File: config.mk
export PLATFORM = sky130hd
export DESIGN_NAME = pwm_deferred_timer
export DESIGN_NICKNAME = d
export VERILOG_FILES = /design/src/rtl/pwm_dr_pkg.sv /design/src/rtl/pwm_dr_shadow.sv /design/src/rtl/pwm_dr_counter.sv /design/src/rtl/pwm_deferred_timer.sv
export SDC_FILE = /design/constraint.sdc
export NUM_CORES = 1
export LEC_CHECK = 0
export ABC_AREA = 1
export BUFFER_PORTS_ARGS = -buffer_cell sky130_fd_sc_hd__buf_4
export CAP_MARGIN = 20
export CORE_MARGIN = 10
export CORE_UTILIZATION = 32
export CTS_CLUSTER_DIAMETER = 40
export DETAILED_ROUTE_END_ITERATION = 10
export PLACE_DENSITY = 0.44
export SYNTH_ARGS = -nofsm -noshare
export SYNTH_HDL_FRONTEND = slang
export SYNTH_SLANG_ARGS = --single-unit
File: constraint.sdc
create_clock -name clk -period 2.1 [get_ports clk]
set_input_delay 0.315 -clock clk [delete_from_list [all_inputs] [get_ports clk]]
set_output_delay 0.315 -clock clk [all_outputs]
set_load 0.03 [all_outputs]
File: src/rtl/pwm_dr_pkg.sv
package pwm_dr_pkg;
   typedef enum logic [1:0] {
      ADR_CTRL     = 2'd0,
      ADR_LOAD_LO  = 2'd1,
      ADR_MATCH_LO = 2'd2,
      ADR_COMMIT   = 2'd3
   } adr_e;

   typedef struct packed {
      logic invert;
      logic mdefer;
      logic ldefer;
      logic en;
   } ctrl_t;
endpackage

File: src/rtl/pwm_dr_shadow.sv
module pwm_dr_shadow #(
   parameter int LO_W = 16,
   parameter int HI_W = 8,
   localparam int W = LO_W + HI_W
) (
   input  logic            clk,
   input  logic            rst_n,
   input  logic            stage_lo,
   input  logic [LO_W-1:0] lo_data,
   input  logic            commit,
   input  logic [HI_W-1:0] hi_data,
   input  logic            defer,
   input  logic            reload,
   input  logic            restart,
   output logic [W-1:0]    act_next,
   output logic [W-1:0]    active,
   output logic            pending
);
   logic [LO_W-1:0] lo_q;
   logic [W-1:0]    pend_q, pend_d, act_q, act_d;
   logic            pend_f, pend_fd;
   logic [W-1:0]    commit_val;

   assign commit_val = {hi_data, lo_q};

   always_comb begin
      act_d   = act_q;
      pend_d  = pend_q;
      pend_fd = pend_f;
      if (commit) begin
         if (defer) begin
            pend_d  = commit_val;
            pend_fd = 1'b1;
         end else begin
            act_d   = commit_val;
            pend_fd = 1'b0;
         end
      end else if ((reload || restart) && pend_f) begin
         act_d   = pend_q;
         pend_fd = 1'b0;
      end
   end

   always_ff @(posedge clk) begin
      if (!rst_n) begin
         lo_q   <= '0;
         pend_q <= '0;
         act_q  <= '0;
         pend_f <= 1'b0;
      end else begin
         if (stage_lo) lo_q <= lo_data;
         pend_q <= pend_d;
         act_q  <= act_d;
         pend_f <= pend_fd;
      end
   end

   assign act_next = act_d;
   assign active   = act_q;
   assign pending  = pend_f;


   defer_hold_chk: assert property (@(posedge clk) disable iff (!rst_n)
      (pend_f && !reload && !restart && !commit) |=> $stable(act_q));


   imm_commit_chk: assert property (@(posedge clk) disable iff (!rst_n)
      (commit && !defer) |=> (act_q == $past(commit_val)));
endmodule

File: src/rtl/pwm_dr_counter.sv
module pwm_dr_counter #(
   parameter int W = 24
) (
   input  logic         clk,
   input  logic         rst_n,
   input  logic         en,
   input  logic         start,
   input  logic         force_ld,
   input  logic [W-1:0] load_next,
   output logic [W-1:0] cnt,
   output logic         reload
);
   logic [W-1:0] cnt_q;

   assign reload = en && (cnt_q == '0);

   always_ff @(posedge clk) begin
      if (!rst_n)                 cnt_q <= '0;
      else if (start || force_ld) cnt_q <= load_next;
      else if (en)                cnt_q <= reload ? load_next : cnt_q - 1'b1;
   end

   assign cnt = cnt_q;


   count_down_chk: assert property (@(posedge clk) disable iff (!rst_n)
      (en && !reload && !start && !force_ld) |=> (cnt_q == $past(cnt_q) - 1'b1));


   hold_when_off_chk: assert property (@(posedge clk) disable iff (!rst_n)
      (!en && !start && !force_ld) |=> $stable(cnt_q));
endmodule

File: src/rtl/pwm_deferred_timer.sv
module pwm_deferred_timer #(
   parameter int CNT_W = 16,
   parameter int PRE_W = 8
) (
   input  logic             clk,
   input  logic             rst_n,
   input  logic             wr_en,
   input  logic [1:0]       wr_addr,
   input  logic [CNT_W-1:0] wr_data,
   output logic             pwm_out,
   output logic             timeout
);
   import pwm_dr_pkg::*;

   localparam int W      = CNT_W + PRE_W;
   localparam int N_CH   = 2;
   localparam int CTRL_W = $bits(ctrl_t);

   if (CNT_W < CTRL_W) begin : g_bad_cnt
      $error("CNT_W must hold the control field");
   end
   if (2 * PRE_W > CNT_W) begin : g_bad_pre
      $error("both upper bytes must fit in one commit word");
   end
   if (PRE_W < 1) begin : g_bad_pre0
      $error("PRE_W must be at least 1");
   end

   ctrl_t        ctrl_q;
   adr_e         adr;
   logic         wr_ctrl, commit, start;
   logic [W-1:0] act   [N_CH];
   logic [W-1:0] nxt   [N_CH];
   logic         pend  [N_CH];
   logic [W-1:0] cnt;
   logic         reload;
   logic         raw;

   assign adr     = adr_e'(wr_addr);
   assign wr_ctrl = wr_en && (adr == ADR_CTRL);
   assign commit  = wr_en && (adr == ADR_COMMIT);
   assign start   = wr_ctrl && wr_data[0] && !ctrl_q.en;

   always_ff @(posedge clk) begin
      if (!rst_n)       ctrl_q <= '0;
      else if (wr_ctrl) ctrl_q <= ctrl_t'(wr_data[CTRL_W-1:0]);
   end

   for (genvar i = 0; i < N_CH; i++) begin : g_ch
      localparam adr_e SEL = (i == 0) ? ADR_LOAD_LO : ADR_MATCH_LO;
      logic dfr;
      if (i == 0) begin : g_load
         assign dfr = ctrl_q.ldefer;
      end else begin : g_match
         assign dfr = ctrl_q.mdefer;
      end
      pwm_dr_shadow #(.LO_W(CNT_W), .HI_W(PRE_W)) u_sh (
         .clk      (clk),
         .rst_n    (rst_n),
         .stage_lo (wr_en && (adr == SEL)),
         .lo_data  (wr_data),
         .commit   (commit),
         .hi_data  (wr_data[i*PRE_W +: PRE_W]),
         .defer    (dfr),
         .reload   (reload),
         .restart  (start),
         .act_next (nxt[i]),
         .active   (act[i]),
         .pending  (pend[i])
      );
   end

   pwm_dr_counter #(.W(W)) u_cnt (
      .clk       (clk),
      .rst_n     (rst_n),
      .en        (ctrl_q.en),
      .start     (start),
      .force_ld  (commit && !ctrl_q.ldefer),
      .load_next (nxt[0]),
      .cnt       (cnt),
      .reload    (reload)
   );

   assign raw     = ctrl_q.en && (cnt <= act[1]);
   assign pwm_out = raw ^ ctrl_q.invert;
   assign timeout = reload;


   joint_reload_chk: assert property (@(posedge clk) disable iff (!rst_n)
      (reload && pend[0] && pend[1] && !commit) |=> (!pend[0] && !pend[1]));


   restart_apply_chk: assert property (@(posedge clk) disable iff (!rst_n)
      (start && pend[0]) |=> !pend[0]);
endmodule

==> reports/results.tsv, run 1 <==
stage	metric	value	unit
run_status	status	finished, violations left	
run_status	failing checks	setup timing	
sta	Worst-Margin Slew	0.562	ns
power_and_ir_drop	Flop pwr share	40.5	%
final_layout	area grow syn2layout	23.3	%
placement	gpl congestion	0.807	
hold_path	worst min-delay path class	primary input to register	
power_and_ir_drop	switching pwr	2.44	mW
yosys	Cells after Synth	1136	
clocking	CTS root buf	clkbuf_16	
power_and_ir_drop	static leakage	4.11	nW
die	# rows	57	
clocking	Post-CTS Hold Buffers	0	
yosys	sequential fraction of the synthesis area	39.6	%
flow_run	Max Cap Violations	0	
global_route	GRT overflow	0	
final_layout	antenna fix cells	0	
routing	DR vias/cell	4.77	
final_layout	commonest cells after routing, fill and taps aside	nor2_1 (179), nand2_1 (179), dfxtp_1 (143)	
sta	RSZ-0062 raised after global routing	true	
routing	DR iter-0 viols	514	
routing	# DRC	0	
clocking	CTS Buf Count	17	
die	Chip Height	178	microns
sta	setup TNS	-0.273	ns
final_layout	nets@finish	1244	
yosys	Yosys cell types	36	
global_route	initial antenna violation count	0	
sta	Slew HR	62.5	%
clocking	# H-tree levels	4	
sta	fmax	421	MHz
power_and_ir_drop	Pwr Density	810	nW/um^2
routing	wire per inst	16.5	microns
die	die area	31700	sq um
placement	I/O Buffers	22	
sta	Final Hold Viols	0	
sta	Hold WS	0.174	ns
sta	Tmin final	2.37	ns
die	Initial Util	32.7	%
sta	Final period util	113	%
yosys	post-synthesis register bit count	158	
worst_setup_path	Crit. End Element	primary output	
clocking	clk sinks	158	
final_layout	layout cells sized above 1	20.7	%
power_and_ir_drop	clock share of power	40.5	%
final_layout	Final Core Density	40.3	%
clocking	Clock Tree Buf Depth	2	
yosys	Syn Nets	1183	
worst_setup_path	Crit Path Max Fanout	3	
sta	final setup vio count	1	
worst_setup_path	Critical Path Source Type	register	
power_and_ir_drop	Int Power	5.54	mW
yosys	syn_area_per_cell	7.04	sq um
worst_setup_path	Critical Path AT	2.06	ns
global_route	first-pass GRT wire length	40400	microns
global_route	largest net degree at the start of global routing	43	
worst_setup_path	type of the worst setup path	register to primary output	
die	die width	178	microns
placement	DP Area	9010	sq um
worst_setup_path	WP data required	1.78	ns
sta	Pins Over Slew Limit	0	
power_and_ir_drop	Sw Share	30.6	%
routing	vias	7311	
clocking	CTS tree	yes	
yosys	Yosys Warn Count	0	
placement	dpl hpwl	18000	microns
routing	Routed Antenna Nets	0	
power_and_ir_drop	Final Power	7.98	mW
global_route	global-route usage over all layers	16.3	%
power_and_ir_drop	maximum vdd drop	0.000467	V
clocking	worst skew pair latency	0.43	ns
clocking	Reg clk slew, reported paths	0.07	ns
routing	TritonRoute pass-1 iters	5	
die	core area	24500	sq um
sta	clock skew	0.0139	ns
yosys	mapped cell area	8000	sq um
power_and_ir_drop	share of total power in combinational logic	19.0	%
global_route	vias in the first global route	7000	
sta	PnR worst setup slack	-0.273	ns
routing	final WL	25300	microns
final_layout	Post-Layout Inst Area	9860	sq um
die	I/O pin total	23	
[worst max-delay path, stage by stage (launching register included)]
cell and delay [ns]:
dfxtp_1 0.33, inv_1 0.05, ha_1 0.29, nand4_1 0.18, nor3_2 0.25, nand2_1 0.07
nand3_1 0.06, nand2_1 0.07, nand2_1 0.06, nand2_1 0.05, nand2_2 0.08, buf_6 0.13
[metal layers]
layer | track usage (%) | part of all wire (%) | wire length (microns)
met2 | 25.2 | 45 | 11500
met4 | 3.96 | 1.3 | 330
met3 | 2.64 | 2.4 | 600
met1 | 23.1 | 51 | 12900
met5 | 0 | 0 | 0
[kinds of logic after synthesis]
family | Yosys count | synth area share [%]
fa+ha+maj | 26 | 4.07
simple gates | 490 | 27.2
flops | 158 | 39.6
xor+xnor | 9 | 0.986
buf+inv | 175 | 9.20
compound gates | 278 | 19.0
[state kept, by name, summed over array words and instances (netlist names)]
register / flops
ctrl_q: 2
u_cnt.cnt: 24
g_ch.u_sh.pend_q: 48
g_ch.u_sh.pending: 2
g_ch.dfr: 2
g_ch.u_sh.lo_q: 32
g_ch.u_sh.active: 48
[final timing paths]
check | slack, ns | cells past startpoint | startpoint | end
worst min register to register | 0.45 | 2 | g_ch[1].u_sh.pend_q[23]$_SDFFE_PN0P_ | g_ch[1].u_sh.pend_q[23]$_SDFFE_PN0P_
worst max-delay path | -0.27 | 11 | g_ch[1].u_sh.active[21]$_SDFFE_PN0P_ | pwm_out
worst max register to register | 0.16 | 11 | u_cnt.cnt[4]$_SDFFE_PN0P_ | u_cnt.cnt[6]$_SDFFE_PN0P_
worst min-delay path | 0.17 | 3 | wr_data[14] | g_ch[1].u_sh.lo_q[14]$_SDFFE_PN0P_
[per-stage QoR]
step / cells / setup slack (ns)
2_1_floorplan: 1136 / 0.231
3_3_place_gp: 1499 / 0.0324
3_5_place_dp: 1499 / 0.00431
4_1_cts: 1533 / -0.367
5_1_grt: 1534 / -0.451
6_report: 1534 / -0.273
[what timing repair did]
item                       CTS  global route
gates resized for setup     27            37
pin swaps                   12            12
setup buffers                2             1
setup endpoints to repair    2            42
[cells in the mapped netlist]
library cell / instances / area share (%)
clkinv_1: 1 / 0.047
o21ai_1: 19 / 1.2
nand3_2: 15 / 1.9
inv_4: 1 / 0.078
o21ai_0: 107 / 6.7
xor2_1: 5 / 0.55
nand2_2: 16 / 1.3
nand2_4: 2 / 0.28
dfxtp_1: 158 / 40
o21a_1: 1 / 0.094
a31oi_1: 3 / 0.23
buf_4: 7 / 0.66
o31ai_1: 1 / 0.094
nand2_1: 182 / 8.5
nand3b_1: 7 / 0.66
inv_2: 7 / 0.33
nor3b_1: 1 / 0.094
nand3_1: 62 / 3.9
a21oi_2: 14 / 1.5
a21oi_1: 107 / 6.7
nor2_2: 2 / 0.16
nor3_4: 1 / 0.20
xnor2_1: 4 / 0.44
inv_1: 104 / 4.9
nand3_4: 1 / 0.22
buf_6: 4 / 0.56
a22oi_1: 24 / 2.3
o211ai_1: 2 / 0.19
buf_2: 16 / 1.0
nor2_1: 188 / 8.8
nor2_4: 4 / 0.56
clkbuf_1: 35 / 1.6
nor3_1: 3 / 0.19
nand4_1: 5 / 0.39
ha_1: 26 / 4.1
or2_2: 1 / 0.078
[area by class of cell]
| cell class | count | area, sq um |
|---|---|---|
| multi-input combinational | 803 | 4290 |
| timing repair buffer | 104 | 950 |
| clock inverter | 14 | 174 |
| sequential | 158 | 3180 |
| tap | 324 | 405 |
| clock buffer | 18 | 429 |
| inverter | 113 | 429 |
| fill | 2631 | 14600 |
[power by group through the flow]
stage	Combinational (mW)	Clock, mW	Sequential [mW]
floorplan	0.899	0	3.26
global placement	1.45	0	3.29
detailed placement	1.44	0	3.29
CTS	1.48	3.31	3.23
global route	1.72	3.44	3.25
finish	1.51	3.23	3.23
(Power assumes the default switching activity.)
==> inputs of run 2 (changes only) <==
--- a/config.mk
+++ b/config.mk
@@ -8,11 +8,12 @@
 export ABC_AREA = 1
 export BUFFER_PORTS_ARGS = -buffer_cell sky130_fd_sc_hd__buf_4
 export CAP_MARGIN = 20
-export CORE_MARGIN = 10
+export CORE_MARGIN = 3
 export CORE_UTILIZATION = 32
 export CTS_CLUSTER_DIAMETER = 40
 export DETAILED_ROUTE_END_ITERATION = 10
 export PLACE_DENSITY = 0.44
+export REMOVE_ABC_BUFFERS = 1
 export SYNTH_ARGS = -nofsm -noshare
 export SYNTH_HDL_FRONTEND = slang
 export SYNTH_SLANG_ARGS = --single-unit
==> reports/results.tsv, run 2 (same netlist as run 1, synthesis figures left out) <==
stage	metric	value	unit	change
run_status	status	finished, violations left		
run_status	failing checks	setup timing		
hold_path	HP Start	wr_data[15]		
sta	Pins Over Slew Limit	0		unchanged
global_route	global-route usage over all layers	18.5	%	+2.2 points
global_route	largest net degree at the start of global routing	80		+86%
final_layout	Reg area	3180	sq um	unchanged
power_and_ir_drop	switching pwr	2.39	mW	-2.2%
worst_setup_path	slowest CP cell	dfxtp_1		
sta	Slew HR	61.5	%	-1.0 points
power_and_ir_drop	Flop pwr share	40.2	%	-0.3 points
final_layout	nets@finish	1246		+0.16%
routing	final WL	25000	microns	-1.2%
global_route	GRT overflow	0		unchanged
sta	Hold WS	0.145	ns	-0.0289 ns
routing	DR iter-0 viols	425		-17%
final_layout	footprint of the multi-input gates	4560	sq um	+6.4%
sta	fmax	410	MHz	-2.7%
die	Chip Height	164	microns	-7.9%
placement	dpl hpwl	17000	microns	-5.6%
global_route	first-pass GRT wire length	38700	microns	-4.1%
power_and_ir_drop	static leakage	4.17	nW	+1.4%
worst_setup_path	reg2reg path depth	16		+5
die	Initial Util	32.7	%	unchanged
final_layout	# fillers	2601		-1.1%
worst_setup_path	Top cell by count, worst path	nand2_1		
die	core area	24500	sq um	unchanged
worst_setup_path	worst path bufs/invs	2		unchanged
clocking	# H-tree levels	4		unchanged
flow_run	Max Cap Violations	0		unchanged
die	# rows	57		unchanged
routing	vias	7424		+1.5%
worst_setup_path	R2R Path Start	u_cnt.cnt[0]$_SDFFE_PN0P_		
clocking	Reg clk slew, reported paths	0.07	ns	about the same
die	die width	164	microns	-7.9%
clocking	CTS Buf Count	17		unchanged
sta	PnR worst setup slack	-0.339	ns	-0.0656 ns
power_and_ir_drop	Pwr Density	786	nW/um^2	-3.0%
worst_setup_path	type of the worst setup path	register to primary output		
sta	Final period util	116	%	+3.1 points
final_layout	layout cells sized above 1	24.3	%	+3.6 points
worst_setup_path	WP data required	1.78	ns	about the same
routing	# DRC	0		unchanged
power_and_ir_drop	maximum vdd drop	0.000401	V	-14%
power_and_ir_drop	Int Power	5.62	mW	+1.4%
final_layout	Cell Count, Final, Fillers Out	1537		+0.20%
placement	gpl congestion	0.817		+1.2%
die	I/O pin total	23		unchanged
sta	final setup vio count	2		+1
hold_path	Hold EP	g_ch[1].u_sh.lo_q[15]$_SDFFE_PN0P_		
clocking	CTS tree	yes		
worst_setup_path	Critical Path Source Type	register		
sta	Tmin final	2.44	ns	+0.0656 ns
placement	I/O Buffers	22		unchanged
worst_setup_path	Crit Path Max Fanout	2		-1
worst_setup_path	Critical Path AT	2.12	ns	+0.06 ns
clocking	Clock Tree Buf Depth	2		unchanged
sta	clock skew	0.0130	ns	-0.000869 ns
power_and_ir_drop	Sw Share	29.8	%	-0.75 points
routing	TritonRoute pass-1 iters	5		unchanged
global_route	vias in the first global route	6848		-2.2%
final_layout	commonest cells after routing, fill and taps aside	nor2_1 (179), nand2_1 (164), dfxtp_1 (143)		
worst_setup_path	Reg-to-Reg End	u_cnt.cnt[12]$_SDFFE_PN0P_		
final_layout	most common cell after layout, fill and taps aside	nor2_1		
final_layout	area grow syn2layout	27.4	%	
sta	RSZ-0062 raised after global routing	true		
sta	Final Hold Viols	0		unchanged
clocking	worst skew pair latency	0.44	ns	about the same
placement	Inst Count DP	1492		-0.47%
worst_setup_path	Crit. End Element	primary output		
power_and_ir_drop	share of total power in combinational logic	19.2	%	+0.2 points
power_and_ir_drop	clock share of power	40.5	%	about the same
sta	setup TNS	-0.364	ns	-0.0913 ns
hold_path	hold path cells	3		unchanged
worst_setup_path	delay of the slowest cell on the worst path	0.32	ns	about the same
hold_path	worst min-delay path class	primary input to register		
worst_setup_path	largest delay contributor family on the critical path	simple AND/OR/NAND/NOR gates		
routing	wire per inst	16.3	microns	-1.4%
routing	Routed Antenna Nets	0		unchanged
die	die area	26900	sq um	-15%
worst_setup_path	CP cell instances	buf_4 -> ha_1 -> a21oi_1 -> o21ai_1 -> nand2_1 -> o211ai_1 -> nand2_1 -> nand3_1 -> nand2_2 -> nand2_1 -> nand2_1 -> nand2_1 -> buf_6		
global_route	initial antenna violation count	0		unchanged
routing	DR vias/cell	4.83		+1.3%
clocking	clk sinks	158		unchanged
sta	Worst-Margin Slew	0.577	ns	+0.0152 ns
worst_setup_path	FF-to-FF setup slack	0.04	ns	-0.12 ns
clocking	CTS root buf	clkbuf_16		
placement	Place WS	-0.00979	ns	-0.0141 ns
run 2: area by class of cell:
type | instances | share of cell area (%)
diodes | 1 | 0.0246
multi-input cells | 803 | 44.8
well taps | 324 | 3.98
flip-flops and latches | 158 | 31.2
inverters | 113 | 4.21
clock inverters | 13 | 1.62
repair buffers | 106 | 9.93
clock buffers | 19 | 4.25
run 2: routing by layer:
layer  part of all wire [%]  GRT usage, %
met2                     47          29.9
met1                     50          25.9
met4                    1.1          4.84
met3                    2.0          2.65
met5                      0             0
run 2: tightest hold or removal path, delay by kind of cell:
| family | cells | cell delay (ns) |
|---|---|---|
| and+or+nand+nor | 2 | 0.12 |
| buffers and inverters | 1 | 0.11 |
run 2: repair_timing:
action | CTS | global route
pin swaps | 18 | 25
buffers inserted | 1 | 8
hold buffers | 0 | 0
setup endpoints to repair | 2 | 27
gates cloned | 0 | 3
gates resized for setup | 31 | 95
run 2: power by group through the flow:
stage	Clock (mW)	Combinational, mW	Sequential, mW
4_1_cts	3.32	1.44	3.22
3_5_place_dp	0	1.40	3.28
2_1_floorplan	0	0.848	3.26
6_report	3.25	1.54	3.22
5_1_grt	3.43	1.75	3.23
3_3_place_gp	0	1.40	3.28
run 2: worst max path at each step:
| stage | from | end | slack [ns] | depth (start not counted) |
|---|---|---|---|---|
| 5_1_grt | g_ch[1].u_sh.active[22]$_SDFFE_PN0P_ | pwm_out | -0.51 | 12 |
| 6_report | u_cnt.cnt[1]$_SDFFE_PN0P_ | pwm_out | -0.34 | 13 |
| 3_3_place_gp | g_ch[1].u_sh.active[15]$_SDFFE_PN0P_ | pwm_out | 0.03 | 12 |
| 2_1_floorplan | wr_addr[1] | g_ch[0].u_sh.pend_q[15]$_SDFFE_PN0P_ | -1.93 | 7 |
| 4_1_cts | g_ch[1].u_sh.active[22]$_SDFFE_PN0P_ | pwm_out | -0.36 | 12 |
| 3_5_place_dp | g_ch[1].u_sh.active[15]$_SDFFE_PN0P_ | pwm_out | -0.01 | 12 |
run 2: per-stage QoR:
stage	total power [mW]	util (%)	instance area, sq um
after global routing	8.42	41.6	10200
after global placement	4.68	36.5	8930
after CTS	7.98	39.4	9630
after floorplan	4.10	-	7690
after detailed placement	4.68	36.5	8930
final	8.01	41.7	10200
